`config.mk`:
```
export PLATFORM = sky130hd
export DESIGN_NAME = fracBaudTx
export DESIGN_NICKNAME = d
export VERILOG_FILES = /design/src/rtl/ftxPkg.sv /design/src/rtl/ftxControl.sv /design/src/rtl/ftxDatapath.sv /design/src/rtl/fracBaudTx.sv
export SDC_FILE = /design/constraint.sdc
export NUM_CORES = 1
export LEC_CHECK = 0
export ABC_AREA = 0
export BUFFER_PORTS_ARGS = -buffer_cell sky130_fd_sc_hd__buf_2
export CAP_MARGIN = 5
export CORE_MARGIN = 1
export CORE_UTILIZATION = 30
export DETAILED_ROUTE_END_ITERATION = 6
export GPL_ROUTABILITY_DRIVEN = 0
export PLACE_DENSITY = 0.47
export RECOVER_POWER = 100
export SETUP_SLACK_MARGIN = 0.4
export SYNTH_ARGS = -nofsm -noshare
export SYNTH_HDL_FRONTEND = slang
export SYNTH_SLANG_ARGS = --single-unit
```
`constraint.sdc`:
```
create_clock -name clk -period 7.2 [get_ports clk]
set_input_delay 0.72 -clock clk [delete_from_list [all_inputs] [get_ports clk]]
set_output_delay 0.72 -clock clk [all_outputs]
set_load 0.02 [all_outputs]
```
`src/rtl/ftxPkg.sv`:
```
package ftxPkg;

  typedef struct packed {
    logic loadFrame;
    logic shiftBit;
    logic stopBit;
  } txStrobes_t;

  typedef enum logic [1:0] {
    PH_IDLE,
    PH_START,
    PH_DATA,
    PH_STOP
  } txPhase_t;

endpackage

```
`src/rtl/ftxControl.sv`:
```
module ftxControl
  import ftxPkg::*;
#(
  parameter int INT_W  = 16,
  parameter int FRAC_W = 6,
  parameter int LEN_W  = 5
) (
  input  logic              clk,
  input  logic              rstN,
  input  logic              enable,
  input  logic [INT_W-1:0]  cfgInt,
  input  logic [FRAC_W-1:0] cfgFrac,
  input  logic [LEN_W-1:0]  cfgLenM1,
  input  logic              holdValid,
  output txStrobes_t        strobes
);

  localparam int CNT_W = INT_W + 1;
  localparam logic [INT_W-1:0] MIN_INT = INT_W'(2);

  txPhase_t          phase;
  logic [CNT_W-1:0]  cnt;
  logic [FRAC_W-1:0] acc;
  logic [LEN_W-1:0]  bitsLeft;
  logic [INT_W-1:0]  latInt;
  logic [FRAC_W-1:0] latFrac;
  logic [LEN_W-1:0]  latLen;

  logic [INT_W-1:0]  newInt;
  logic [FRAC_W-1:0] newFrac;
  logic [FRAC_W:0]   fracSum;
  logic [CNT_W-1:0]  nextLen;
  logic              bitEnd;

  always_comb begin
    newInt  = (cfgInt < MIN_INT) ? MIN_INT : cfgInt;
    newFrac = (cfgInt < MIN_INT) ? '0 : cfgFrac;
    fracSum = {1'b0, acc} + {1'b0, latFrac};
    nextLen = {1'b0, latInt} + CNT_W'(fracSum[FRAC_W]);
    bitEnd  = (phase != PH_IDLE) && (cnt == '0);

    strobes.loadFrame = enable && holdValid &&
                        ((phase == PH_IDLE) || ((phase == PH_STOP) && bitEnd));
    strobes.shiftBit  = enable && bitEnd &&
                        ((phase == PH_START) || ((phase == PH_DATA) && (bitsLeft != '0)));
    strobes.stopBit   = enable && bitEnd && (phase == PH_DATA) && (bitsLeft == '0);
  end

  always_ff @(posedge clk) begin
    if (!rstN || !enable) begin
      phase    <= PH_IDLE;
      cnt      <= '0;
      acc      <= '0;
      bitsLeft <= '0;
      latInt   <= MIN_INT;
      latFrac  <= '0;
      latLen   <= '0;
    end else if (strobes.loadFrame) begin
      phase    <= PH_START;
      latInt   <= newInt;
      latFrac  <= newFrac;
      latLen   <= cfgLenM1;
      acc      <= newFrac;
      cnt      <= {1'b0, newInt} - CNT_W'(1);
    end else if (bitEnd) begin
      acc <= fracSum[FRAC_W-1:0];
      cnt <= nextLen - CNT_W'(1);
      unique case (phase)
        PH_START: begin
          phase    <= PH_DATA;
          bitsLeft <= latLen;
        end
        PH_DATA: begin
          if (bitsLeft == '0) phase <= PH_STOP;
          else                bitsLeft <= bitsLeft - LEN_W'(1);
        end
        default: phase <= PH_IDLE;
      endcase
    end else if (phase != PH_IDLE) begin
      cnt <= cnt - CNT_W'(1);
    end
  end

  p_strobe_onehot_r3: assert property (@(posedge clk) disable iff (!rstN)
    $onehot0({strobes.loadFrame, strobes.shiftBit, strobes.stopBit}));

  p_min_bit_len_r6: assert property (@(posedge clk) disable iff (!rstN)
    (strobes.loadFrame || strobes.shiftBit || strobes.stopBit) |=>
      !(strobes.loadFrame || strobes.shiftBit || strobes.stopBit));

  p_idle_no_shift_r1: assert property (@(posedge clk) disable iff (!rstN)
    (phase == PH_IDLE) |-> !(strobes.shiftBit || strobes.stopBit));

endmodule

```
`src/rtl/ftxDatapath.sv`:
```
module ftxDatapath
  import ftxPkg::*;
#(
  parameter int DATA_W = 32
) (
  input  logic              clk,
  input  logic              rstN,
  input  logic              enable,
  input  logic [DATA_W-1:0] dataIn,
  input  logic              dataWr,
  input  txStrobes_t        strobes,
  output logic              holdValid,
  output logic              ready,
  output logic              txOut
);

  logic [DATA_W-1:0] holdData;
  logic [DATA_W-1:0] shiftReg;
  logic              txReg;

  assign ready = enable && !holdValid;
  assign txOut = txReg;

  always_ff @(posedge clk) begin
    if (!rstN || !enable) begin
      holdValid <= 1'b0;
      holdData  <= '0;
      shiftReg  <= '0;
      txReg     <= 1'b1;
    end else begin
      if (strobes.loadFrame) begin
        shiftReg  <= holdData;
        holdValid <= 1'b0;
        txReg     <= 1'b0;
      end else if (dataWr && !holdValid) begin
        holdData  <= dataIn;
        holdValid <= 1'b1;
      end
      if (strobes.shiftBit) begin
        txReg    <= shiftReg[0];
        shiftReg <= shiftReg >> 1;
      end
      if (strobes.stopBit) begin
        txReg <= 1'b1;
      end
    end
  end

  p_full_keeps_word_r8: assert property (@(posedge clk) disable iff (!rstN)
    (enable && holdValid && !strobes.loadFrame) |=>
      (!enable || (holdValid && $stable(holdData))));

endmodule

```
`src/rtl/fracBaudTx.sv`:
```
module fracBaudTx
  import ftxPkg::*;
#(
  parameter int DATA_W = 32,
  parameter int INT_W  = 16,
  parameter int FRAC_W = 6
) (
  input  logic                  clk,
  input  logic                  rstN,
  input  logic                  enable,
  input  logic [INT_W+15:0]     cfgWord,
  input  logic [DATA_W-1:0]     dataIn,
  input  logic                  dataWr,
  output logic                  ready,
  output logic                  txOut
);

  localparam int LEN_W = $clog2(DATA_W);
  localparam int FRAC_LO = 16 - FRAC_W;

  txStrobes_t strobes;
  logic       holdValid;

  ftxControl #(
    .INT_W (INT_W),
    .FRAC_W(FRAC_W),
    .LEN_W (LEN_W)
  ) uCtrl (
    .clk      (clk),
    .rstN     (rstN),
    .enable   (enable),
    .cfgInt   (cfgWord[INT_W+15:16]),
    .cfgFrac  (cfgWord[15:FRAC_LO]),
    .cfgLenM1 (cfgWord[LEN_W-1:0]),
    .holdValid(holdValid),
    .strobes  (strobes)
  );

  ftxDatapath #(
    .DATA_W(DATA_W)
  ) uPath (
    .clk      (clk),
    .rstN     (rstN),
    .enable   (enable),
    .dataIn   (dataIn),
    .dataWr   (dataWr),
    .strobes  (strobes),
    .holdValid(holdValid),
    .ready    (ready),
    .txOut    (txOut)
  );

  p_disable_idle_r9: assert property (@(posedge clk) disable iff (!rstN)
    !enable |=> (txOut && !holdValid));

  p_accept_drops_ready_r2: assert property (@(posedge clk) disable iff (!rstN)
    (dataWr && ready) |=> !ready);

  p_start_low_r3: assert property (@(posedge clk) disable iff (!rstN)
    strobes.loadFrame |=> (!enable || !txOut));

  p_bit_holds_r4: assert property (@(posedge clk) disable iff (!rstN)
    (enable && !(strobes.loadFrame || strobes.shiftBit || strobes.stopBit)) |=>
      (!enable || $stable(txOut)));

endmodule

```
==> impl_metrics.tcl, run 1 <==
set metrics [dict create \
    run_status "finished with violations" \
    violations "capacitance limit, slew limit" \
    syn_nets 849 \
    regArea_sq_um 2462 \
    place.detailed.instances 1061 \
    detail_route.iter0.violations 256 \
    ys_types 64 \
    peakVddDrop_mv 0.1461 \
    hold-path-endpoint "uPath.holdData[7]" \
    summed_instance_area_of_the_synthesized_netlist_sq_um 6212 \
    path_cells "inv_1 > ha_1 > nor3b_1 > nand4b_2 > o31ai_1 > buf_4 > o211ai_1 > o211ai_1 > nor2_1" \
    design.core.area_sq_um 20300 \
    dominant_combinational_cell_family_by_area_after_synthesis "compound AO/OA/AOI/OAI gates" \
    min_path_cells 2 \
    max_root_sink_buffers 2 \
    die_height_microns 145.9 \
    die_area_sq_um 21290 \
    drt-vias-per-instance 4.958 \
    antenna_violations_before_repair 0 \
    worst_path_dominant_cell_family "compound AO/OA/AOI/OAI gates" \
    rsz0062_at_grt "no" \
    postRouteAntennaNets 0 \
    wirelength_microns 16380 \
    yosysWarnings 0 \
    netlist_top_cells_area "sky130_fd_sc_hd__dfxtp_1 (40%), sky130_fd_sc_hd__a21oi_1 (9.7%), sky130_fd_sc_hd__nand2_1 (8.5%)" \
    net-switching-power_w 0.0004451 \
    period_minus_slack_ns 4.443 \
    grt_start_max_net_pins 67 \
    grt_first_pass_wirelength_microns 27070 \
    tritoncts_clock_tree "built" \
    netSwitchingFraction_pct 25.00 \
    cts_post_setup_buffers_inserted 0 \
    synth_xor_area_share_pct 4.935 \
    final.period_utilization_pct 61.71 \
    finalSetupTns_ns 0 \
    io_buffers 64 \
    netlist.area_leader.share_pct 39.64 \
    antenna_cells 0 \
    via_count 5414 \
    std_cell_rows 52 \
    final.setup_skew_ns 0.01825 \
    timing.hold.ws_ns 0.4555 \
    critPathBufInv 2 \
    arrival_ns 4.74 \
    cp_common_cell "sky130_fd_sc_hd__o211ai_1" \
    required_ns 7.50 \
    die_width_microns 145.9 \
    stdcell_area_sq_um 7323 \
    ctsRootBufferMaster "sky130_fd_sc_hd__clkbuf_16" \
    hold_viol 0 \
    place_hpwl_microns 10730 \
    postLayoutSetupSlackWorst_ns 2.757 \
    post_cts.resized_instances 0 \
    critPathLaunchType "flip-flop" \
    area.growth.synth_to_final_pct 17.89 \
    max_clock_freq_mhz 225.1 \
    cellPowerDensity_nw_per_um2 243.1 \
    cp_max_fo 28 \
    fill_cells 2190 \
    route.detailed.wl_per_inst_microns 15.00 \
    reg2reg_from "uCtrl.cnt[0]" \
    worst_hold_path_type "flip-flop to flip-flop" \
    timing_worst_setup_path_type "flip-flop to flip-flop" \
    crit_path_top_delay_cell "sky130_fd_sc_hd__o31ai_1" \
    synth_enable_flop_cells 0 \
    internal_power_w 0.001335 \
    initial_util_pct 30.60 \
    final_count_of_negative_setup_slack_endpoints 0 \
    reg2regPathDepth 9 \
    drive_above_1_share_pct 14.48 \
    first_global_vias 5119 \
    post-synth-top-area-cell "sky130_fd_sc_hd__dfxtp_1" \
    slew_headroom_pct -52.45 \
    number_of_buffers_created_by_cts 17 \
    p_clk_share_pct 52.4 \
    worst_slew_pin_slew_ns 2.267 \
    drcViolationCount 0 \
    dp_slack_ns 3.024 \
    worstSetupEndpointType "flip-flop" \
    power.static_leakage_nw 2.818 \
    cts.clk_slew.worst_paths_ns 0.06 \
    worst_path_largest_cell_delay_ns 1.82 \
    boundaryPins 70 \
    yosys.area_share.adder_pct 3.343 \
    synthMuxAreaShare_pct 5.498 \
    synth_simple_gate_area_share_pct 20.28 \
    cap_viol_max_count 2 \
    grt.total_usage_pct 15.83 \
    placed_cell_area_sq_um 6729 \
    syn-mean-instance-area_sq_um 8.121 \
    synthesis.instances 765 \
    global_route.overflow_total 0 \
    ys_seq_elements 123 \
    reg2reg_to "uCtrl.cnt[5]" \
    insertion_delay_ns 0.42 \
    worstHoldStart "uPath.holdData[7]" \
    ctsHtreeMaxLevel 4 \
    dr.pass1.iters 4 \
    share_comb_of_total_power_pct 8.3 \
    multi_input_comb_area_sq_um 3447 \
    post_layout_nonfiller_instances 1092 \
    clkSinkCount 123 \
    drv_slew 64 \
    cts_hold_buf 0 \
    synth.yosys.seq_area_share_pct 39.64 \
    dominantRegCellSynth "sky130_fd_sc_hd__dfxtp_1" \
    synth_compound_area_share_pct 21.73 \
    proportion_of_synthesized_flip_flops_having_asynchronous_set_or_reset_pct 0 \
    layout.nets 894 \
    sequentialPowerShare_pct 39.3 \
    timing.reg2reg.setup_slack_ns 2.76 \
]
[worst max-delay path by stage]
stage,cells after the start,to,slack (ns),startpoint
after floorplan,17,uCtrl.cnt[14],3.98,uCtrl.latFrac[0]
after global placement,12,uCtrl.cnt[10],3.07,cfgWord[27]
after detailed placement,12,uCtrl.cnt[10],3.02,cfgWord[27]
after CTS,12,uCtrl.cnt[10],3.45,cfgWord[27]
after global routing,9,uCtrl.cnt[5],2.28,uCtrl.cnt[0]
final,9,uCtrl.cnt[5],2.76,uCtrl.cnt[0]
[cell type report]
type                            instances  share of cell area, %
Clock inverter                         14                  2.853
Sequential cell                       123                  33.62
Inverter                               15                 0.7688
Timing Repair Buffer                   74                  5.262
Multi-Input combinational cell        579                  47.07
Clock buffer                           17                  5.809
Tap cell                              270                  4.613
[state kept, by name, indices dropped and copies added, names as in the netlist]
| name | flops |
|---|---|
| uCtrl.acc | 6 |
| uCtrl.bitsLeft | 5 |
| uCtrl.cnt | 17 |
| uCtrl.latFrac | 6 |
| uCtrl.latInt | 16 |
| uCtrl.latLen | 5 |
| uCtrl.phase | 2 |
| uPath.holdData | 32 |
| uPath.holdValid | 1 |
| uPath.shiftReg | 32 |
| uPath.txOut | 1 |
[per-layer routing]
layer,vias to the layer above,part of all wire [%],global-route usage (%),routed length (microns)
li1,2797,-,-,-
met1,2514,50,21.65,8211
met2,88,45,24.78,7295
met3,15,3.8,3.386,629
met4,0,1.5,4.947,248
met5,-,0,0,0
[cell usage in the layout, fill, tap and decap left out, types with 4 or more instances in the layout]
master,count
sky130_fd_sc_hd__inv_1,15
sky130_fd_sc_hd__mux2i_1,33
sky130_fd_sc_hd__nor4_1,8
sky130_fd_sc_hd__nand3_1,19
sky130_fd_sc_hd__nor2b_1,7
sky130_fd_sc_hd__nor2_1,33
sky130_fd_sc_hd__xor2_1,8
sky130_fd_sc_hd__nand2_1,141
sky130_fd_sc_hd__inv_6,5
sky130_fd_sc_hd__ha_1,15
sky130_fd_sc_hd__dfxtp_1,123
sky130_fd_sc_hd__a22oi_1,13
sky130_fd_sc_hd__a21oi_1,120
sky130_fd_sc_hd__nand2b_1,4
sky130_fd_sc_hd__o21ai_0,59
sky130_fd_sc_hd__nand4_1,4
sky130_fd_sc_hd__o211ai_1,13
sky130_fd_sc_hd__clkbuf_1,4
sky130_fd_sc_hd__nor3_1,9
sky130_fd_sc_hd__bufinv_16,4
sky130_fd_sc_hd__o31ai_1,5
sky130_fd_sc_hd__buf_4,8
sky130_fd_sc_hd__or3_1,4
sky130_fd_sc_hd__buf_2,62
sky130_fd_sc_hd__clkbuf_16,17
sky130_fd_sc_hd__xnor2_1,27
[worst register-to-register path, cell delays in order (launching register included)]
cell and delay (ns):
sky130_fd_sc_hd__dfxtp_1 0.34, sky130_fd_sc_hd__inv_1 0.07, sky130_fd_sc_hd__ha_1 0.20, sky130_fd_sc_hd__nor3b_1 0.62, sky130_fd_sc_hd__nand4b_2 0.26, sky130_fd_sc_hd__o31ai_1 1.82, sky130_fd_sc_hd__buf_4 0.60, sky130_fd_sc_hd__o211ai_1 0.22
sky130_fd_sc_hd__o211ai_1 0.16, sky130_fd_sc_hd__nor2_1 0.06
[Yosys cell counts (2+ instances only)]
cell type,instances
sky130_fd_sc_hd__a211oi_1,2
sky130_fd_sc_hd__or3_1,4
sky130_fd_sc_hd__nand2b_1,4
sky130_fd_sc_hd__nand4_1,4
sky130_fd_sc_hd__nand3_1,19
sky130_fd_sc_hd__buf_4,3
sky130_fd_sc_hd__o21ai_0,58
sky130_fd_sc_hd__ha_1,15
sky130_fd_sc_hd__o211ai_1,13
sky130_fd_sc_hd__dfxtp_1,123
sky130_fd_sc_hd__o31a_1,4
sky130_fd_sc_hd__nor3_1,10
sky130_fd_sc_hd__nor4_2,3
sky130_fd_sc_hd__nor4_4,2
sky130_fd_sc_hd__and3_1,3
sky130_fd_sc_hd__nor4_1,8
sky130_fd_sc_hd__xor2_1,8
sky130_fd_sc_hd__a21o_1,3
sky130_fd_sc_hd__o31ai_1,4
sky130_fd_sc_hd__buf_6,3
sky130_fd_sc_hd__nor2b_1,8
sky130_fd_sc_hd__a31oi_1,2
sky130_fd_sc_hd__a22oi_1,13
sky130_fd_sc_hd__nor3b_1,2
sky130_fd_sc_hd__a211o_1,2
sky130_fd_sc_hd__o2111ai_1,2
sky130_fd_sc_hd__o21bai_1,2
sky130_fd_sc_hd__or4_1,2
sky130_fd_sc_hd__nor2_1,32
sky130_fd_sc_hd__xnor2_1,27
sky130_fd_sc_hd__inv_1,15
sky130_fd_sc_hd__and2_1,2
sky130_fd_sc_hd__buf_2,11
sky130_fd_sc_hd__mux2i_1,33
sky130_fd_sc_hd__a21oi_1,120
sky130_fd_sc_hd__clkbuf_1,31
sky130_fd_sc_hd__nand2_1,141
[stage by stage]
stage	total power (W)	utilization, %
2_1_floorplan	0.0008125	-
3_3_place_gp	0.0008651	33.15
3_5_place_dp	0.0008654	33.15
4_1_cts	0.001803	36.27
5_1_grt	0.001852	36.08
6_report	0.001781	36.08
[power groups by stage]
stage	clock network, W	registers [W]	logic [W]
2_1_floorplan	0	0.000712	0.000100
3_3_place_gp	0	0.000715	0.000150
3_5_place_dp	0	0.000715	0.000150
4_1_cts	0.000952	0.000700	0.000151
5_1_grt	0.000985	0.000701	0.000166
6_report	0.000933	0.000700	0.000147
[cell families after synthesis]
logic type,after synthesis
compound gates,235
xor+xnor,35
fa+ha+maj,16
buf+inv,63
flops,123
mux,34
simple gates,259
(Power assumes the default switching activity.)
==> run 2, diff against run 1 <==
ABC_AREA = 1   (was 0)
PLACE_DENSITY = 0.49   (was 0.47)
clock period = 4 ns   (was 7.2 ns; I/O delays follow)
==> run 2 against run 1 <==
Net effect: critical path depth is 3 higher; clock skew shrank 0.012 ns; final area grew 6.4%; register-to-register slack worse by 2.0 ns; final cell count up 26%; the run ends with DRC left; worst setup slack lost 2.0 ns; synthesized cell count rose by 36%; critical path type unchanged; sequential power grew 81%.
==> impl_metrics.tcl, run 2 <==
set metrics [dict create \
    final.setup_skew_ns 0.005898 \
    dominantRegCellSynth "sky130_fd_sc_hd__dfxtp_1" \
    fill_cells 2405 \
    layout.nets 1167 \
    layout_commonest_cell "sky130_fd_sc_hd__nand2_1" \
    summed_instance_area_of_the_synthesized_netlist_sq_um 6748 \
    final_count_of_negative_setup_slack_endpoints 0 \
    synth_compound_area_share_pct 13.74 \
    netlist_top_cells_area "sky130_fd_sc_hd__dfxtp_1 (36%), sky130_fd_sc_hd__nand2_1 (15%), sky130_fd_sc_hd__nor2_1 (10%)" \
    synthMuxAreaShare_pct 0 \
    ctsRootBufferMaster "sky130_fd_sc_hd__clkbuf_16" \
    required_ns 4.32 \
    finalSetupTns_ns 0 \
    area.growth.synth_to_final_pct 15.52 \
    max_clock_freq_mhz 312.6 \
    insertion_delay_ns 0.42 \
    netlist.area_leader.share_pct 36.49 \
    worst_hold_path_type "input pin to flip-flop" \
    syn-mean-instance-area_sq_um 6.482 \
    reg2reg_from "uCtrl.cnt[0]" \
    grt_first_pass_wirelength_microns 30950 \
    die_height_microns 152.0 \
    power.static_leakage_nw 3.534 \
    antenna_violations_before_repair 0 \
    global_route.overflow_total 0 \
    critPathLaunchType "flip-flop" \
    antenna_cells 0 \
    worstHoldStart "dataIn[7]" \
    synth.most_common_cell "sky130_fd_sc_hd__nand2_1" \
    period_minus_slack_ns 3.199 \
    die_area_sq_um 23100 \
    yosysWarnings 0 \
    post-synth-top-area-cell "sky130_fd_sc_hd__dfxtp_1" \
    io_buffers 64 \
    yosys.area_share.adder_pct 3.078 \
    dominant_combinational_cell_family_by_area_after_synthesis "simple AND/OR/NAND/NOR gates" \
    max_root_sink_buffers 2 \
    cp_max_fo 42 \
    cap_viol_max_count 0 \
    worst_slew_pin_slew_ns 1.264 \
    violations "DRC" \
    route.detailed.wl_per_inst_microns 13.39 \
    drt-vias-per-instance 4.691 \
    boundaryPins 70 \
    synthesis.instances 1041 \
    drv_slew 0 \
    final.period_utilization_pct 79.97 \
    tritoncts_clock_tree "built" \
    final_util_pct 35.50 \
    proportion_of_synthesized_flip_flops_having_asynchronous_set_or_reset_pct 0 \
    initial_util_pct 30.73 \
    syn_nets 1125 \
    cts.clk_slew.worst_paths_ns 0.06 \
    design.core.area_sq_um 21960 \
    grt.total_usage_pct 16.49 \
    std_cell_rows 54 \
    slew_headroom_pct 15.76 \
    arrival_ns 3.52 \
    peakVddDrop_mv 0.2962 \
    synth_xor_area_share_pct 4.673 \
    grt_start_max_net_pins 50 \
    timing_worst_setup_path_type "flip-flop to flip-flop" \
    detail_route.iter0.violations 337 \
    post_cts.resized_instances 0 \
    rsz0062_at_grt "no" \
    first_global_vias 6104 \
    via_count 6441 \
    cts_hold_buf 0 \
    layout.cells.most_common_list "sky130_fd_sc_hd__nand2_1 (277), sky130_fd_sc_hd__nor2_1 (186), sky130_fd_sc_hd__dfxtp_1 (123)" \
    synth_enable_flop_cells 0 \
    drcViolationCount 4 \
    postRouteAntennaNets 0 \
    synth.yosys.seq_area_share_pct 36.49 \
    hold_viol 0 \
    number_of_buffers_created_by_cts 17 \
    commonest_cells_in_the_synthesized_netlist "sky130_fd_sc_hd__nand2_1 (277), sky130_fd_sc_hd__nor2_1 (185), sky130_fd_sc_hd__dfxtp_1 (123), sky130_fd_sc_hd__o21ai_0 (89)" \
    clkSinkCount 123 \
    place_hpwl_microns 12460 \
    synth_simple_gate_area_share_pct 34.04 \
    cellPowerDensity_nw_per_um2 389.5 \
    reg_top3 "uPath.holdData: 32 flops, uPath.shiftReg: 32 flops, uCtrl.cnt: 17 flops" \
    wirelength_microns 18390 \
    dr.pass1.iters 6 \
    cts_post_setup_buffers_inserted 0 \
    drive_above_1_share_pct 10.52 \
    die_width_microns 152.0 \
    ys_types 38 \
    ctsHtreeMaxLevel 4 \
    worstSetupEndpointType "flip-flop" \
    timing.critical_path.from "uCtrl.cnt[0]" \
    run_status "finished with violations" \
    ys_seq_elements 123 \
]
## run 2: cell families (layout without fill, tap and decap cells)
group | Yosys count | after routing
simple gates | 563 | 563
compound gates | 176 | 176
buf+inv | 127 | 179
flops | 123 | 123
xor+xnor | 36 | 36
fa+ha+maj | 16 | 16
## run 2: metrics by stage
step                      hold WS (ns)  total power, W  setup slack [ns]  instances  area, sq um
after floorplan                 0.4245        0.001469             1.465       1041         6748
after global placement          0.4467        0.001562            0.9697       1344         7263
after detailed placement        0.4557        0.001563            0.9639       1344         7263
after CTS                       0.1894        0.003073            0.9425       1373         7830
after global routing            0.1947        0.003168            0.3632       1373         7795
final                           0.2031        0.003036            0.8014       1373         7795
## run 2: layout make-up
| cell class | instances | area [sq um] | area share (%) |
|---|---|---|---|
| sequential | 123 | 2462 | 31.59 |
| inverter | 74 | 277.8 | 3.563 |
| timing repair buffer | 76 | 414.1 | 5.313 |
| multi-input combinational | 791 | 3724 | 47.77 |
| clock buffer | 22 | 474.2 | 6.083 |
| tap | 280 | 350.3 | 4.494 |
| clock inverter | 7 | 92.59 | 1.188 |
## run 2: critical path, stage by stage (launching register included)
cell	delay, ns
sky130_fd_sc_hd__dfxtp_1	0.32
sky130_fd_sc_hd__inv_1	0.10
sky130_fd_sc_hd__ha_1	0.25
sky130_fd_sc_hd__nand2_2	0.09
sky130_fd_sc_hd__nor2_1	0.38
sky130_fd_sc_hd__nand4_4	0.39
sky130_fd_sc_hd__o21ai_0	0.36
sky130_fd_sc_hd__nand2_1	0.39
sky130_fd_sc_hd__buf_4	0.41
sky130_fd_sc_hd__nand2_1	0.13
sky130_fd_sc_hd__nand3_1	0.10
sky130_fd_sc_hd__nand2_1	0.09
sky130_fd_sc_hd__inv_1	0.03
## run 2: power breakdown
group          switching, W  internal [W]  total, W  leakage, nW
registers         0.0000156       0.00125   0.00127        0.996
clock network      0.000550      0.000953   0.00150        0.270
logic              0.000171     0.0000965  0.000268         2.27
## run 2: routing by layer
metal,global-route usage [%],vias up,wire length (microns)
met5,0,-,0
met4,4.179,0,182
met3,3.508,9,667
met2,27.03,91,8312
met1,21.97,2923,9228
li1,-,3418,-
## run 2: final timing paths
| path | end | slack (ns) | depth (start not counted) |
|---|---|---|---|
| max reg2reg | uCtrl.cnt[12] | 0.80 | 12 |
| min | uPath.holdData[7] | 0.20 | 3 |
| max | uCtrl.cnt[12] | 0.80 | 12 |
| min reg2reg | uCtrl.latLen[2] | 0.46 | 2 |
==> run 3, diff against run 2 <==
clock period = 2.6 ns   (was 4 ns; I/O delays follow)
==> run 3 against run 2 <==
Net effect: the run still ends with DRC left; wire length is 3.6% higher; utilization is 2.2 points higher; final area is 6.3% higher; worst setup slack worse by 0.59 ns; critical path type unchanged; critical endpoint is now uCtrl.cnt[10].
==> impl_metrics.tcl, run 3 (synthesis gave the netlist of run 2 again) <==
set metrics [dict create \
    finalSetupTns_ns 0 \
    run_status "finished with violations" \
    insertion_delay_ns 0.43 \
    period_minus_slack_ns 2.388 \
    place.detailed.instances 1356 \
    first_global_vias 6076 \
    hold_viol 0 \
    cap_viol_max_count 0 \
    global_route.overflow_total 0 \
    cellPowerDensity_nw_per_um2 597.3 \
    number_of_buffers_created_by_cts 17 \
    violations "DRC" \
    io_buffers 64 \
    drv_slew 0 \
    die_height_microns 152.0 \
    worstSetupEndpointType "flip-flop" \
    tritoncts_clock_tree "built" \
    drt-vias-per-instance 4.669 \
    clkSinkCount 123 \
    hold-path-endpoint "uPath.holdData[12]" \
    post_layout_nonfiller_instances 1400 \
    antenna_cells 0 \
    peakVddDrop_mv 0.2999 \
    max_clock_freq_mhz 418.8 \
    reg2regPathDepth 18 \
    die_area_sq_um 23100 \
    dr.pass1.iters 7 \
    initial_util_pct 30.73 \
    die_width_microns 152.0 \
    min_path_cells 3 \
    drive_above_1_share_pct 15.80 \
    required_ns 2.92 \
    route.detailed.wl_per_inst_microns 13.60 \
    netSwitchingFraction_pct 26.55 \
    place_hpwl_microns 12630 \
    cp_max_fo 4 \
    reg_top3 "uPath.holdData: 32 flops, uPath.shiftReg: 32 flops, uCtrl.cnt: 17 flops" \
    rsz0062_at_grt "yes" \
    ctsRootBufferMaster "sky130_fd_sc_hd__clkbuf_16" \
    postRouteAntennaNets 0 \
    internal_power_w 0.003634 \
    layout_commonest_cell "sky130_fd_sc_hd__nand2_1" \
    grt_start_max_net_pins 50 \
    detail_route.iter0.violations 375 \
    share_comb_of_total_power_pct 8.8 \
    grt_first_pass_wirelength_microns 30650 \
    arrival_ns 2.71 \
    worstHoldStart "dataIn[12]" \
    grt.total_usage_pct 16.58 \
    critPathLaunchType "flip-flop" \
    worst_slew_pin_slew_ns 0.9818 \
    net-switching-power_w 0.001314 \
    cts_hold_buf 0 \
    timing.reg2reg.setup_slack_ns 0.21 \
    final_count_of_negative_setup_slack_endpoints 0 \
    p_clk_share_pct 51.8 \
    boundaryPins 70 \
    reg2reg_from "uCtrl.latFrac[0]" \
    max_root_sink_buffers 2 \
    layout.cells.most_common_list "sky130_fd_sc_hd__nand2_1 (271), sky130_fd_sc_hd__nor2_1 (182), sky130_fd_sc_hd__dfxtp_1 (119)" \
    final.period_utilization_pct 91.83 \
    power.static_leakage_nw 3.719 \
    ctsHtreeMaxLevel 4 \
    cts.clk_slew.worst_paths_ns 0.07 \
    reg2reg_to "uCtrl.cnt[10]" \
    drcViolationCount 5 \
    worst_hold_path_type "input pin to flip-flop" \
    timing_worst_setup_path_type "flip-flop to flip-flop" \
    area.growth.synth_to_final_pct 22.77 \
    std_cell_rows 54 \
    via_count 6536 \
    final.setup_skew_ns 0.01084 \
    sequentialPowerShare_pct 39.3 \
    layout.nets 1191 \
    slew_headroom_pct 34.47 \
    wirelength_microns 19040 \
    design.core.area_sq_um 21960 \
    antenna_violations_before_repair 0 \
    timing.hold.ws_ns 0.04846 \
]
## run 3: power groups by stage
stage	combinational [W]	clock (W)	sequential, W
2_1_floorplan	0.000284	0	0.00198
3_3_place_gp	0.000425	0	0.00199
3_5_place_dp	0.000426	0	0.00199
4_1_cts	0.000437	0.00263	0.00195
5_1_grt	0.000499	0.00272	0.00195
6_report	0.000438	0.00256	0.00195
## run 3: timing repair
action                                  in CTS  in global routing
setup buffers                                8                  2
endpoints found under the setup margin      78                 64
gates resized for setup                     26                 28
pin swaps                                   19                 16
gates cloned                                 0                  2
hold endpoints to repair                     0                  0
## run 3: area by class of cell
cell class | instances | area, sq um
Tap cell | 280 | 350.3
Sequential cell | 123 | 2467
Clock inverter | 15 | 203.9
Clock buffer | 17 | 425.4
Inverter | 74 | 291.5
Fill cell | 2367 | 13670
Timing Repair Buffer | 100 | 621.8
Multi-Input combinational cell | 791 | 3924
## run 3: worst max-delay path by stage
stage / startpoint / slack, ns / to
finish: uCtrl.latFrac[0] / 0.21 / uCtrl.cnt[10]
global route: uCtrl.latFrac[0] / 0.02 / uCtrl.cnt[10]
CTS: uCtrl.latFrac[0] / 0.16 / uCtrl.cnt[10]
detailed placement: uCtrl.acc[0] / 0.14 / uCtrl.cnt[10]
global placement: uCtrl.acc[0] / 0.13 / uCtrl.cnt[10]
floorplan: uCtrl.acc[0] / 0.32 / uCtrl.cnt[10]
## run 3: critical path, cell delays in order (launching register included)
cell and delay, ns:
sky130_fd_sc_hd__dfxtp_2 0.35, sky130_fd_sc_hd__ha_4 0.14, sky130_fd_sc_hd__inv_2 0.03, sky130_fd_sc_hd__fa_2 0.34
sky130_fd_sc_hd__o21ai_2 0.14, sky130_fd_sc_hd__nand2_1 0.08, sky130_fd_sc_hd__nand2_1 0.08, sky130_fd_sc_hd__a21oi_2 0.07
sky130_fd_sc_hd__ha_4 0.17, sky130_fd_sc_hd__ha_4 0.17, sky130_fd_sc_hd__nand2_4 0.09, sky130_fd_sc_hd__nor2_4 0.04
sky130_fd_sc_hd__nand2_1 0.06, sky130_fd_sc_hd__xor2_1 0.17, sky130_fd_sc_hd__o21ai_1 0.09, sky130_fd_sc_hd__nand2_1 0.06
sky130_fd_sc_hd__nand3_1 0.09, sky130_fd_sc_hd__nand3_1 0.07, sky130_fd_sc_hd__inv_1 0.04
## run 3: routing by layer
layer	vias to the layer above	track usage, %	part of all wire [%]
met5	-	0	0
met4	0	6.365	1.8
met3	22	3.280	3.1
met2	96	26.63	45
met1	2934	21.89	50
li1	3484	-	-
## run 3: metrics by stage
stage	instance area, sq um	setup slack [ns]	power (W)	utilization, %
after detailed placement	7441	0.1352	0.002413	33.89
final	8284	0.2123	0.004948	37.73
after global routing	8284	0.02161	0.005164	37.73
after global placement	7441	0.1280	0.002412	33.89
after CTS	8210	0.1623	0.005015	37.39
after floorplan	6810	0.3189	0.002263	-
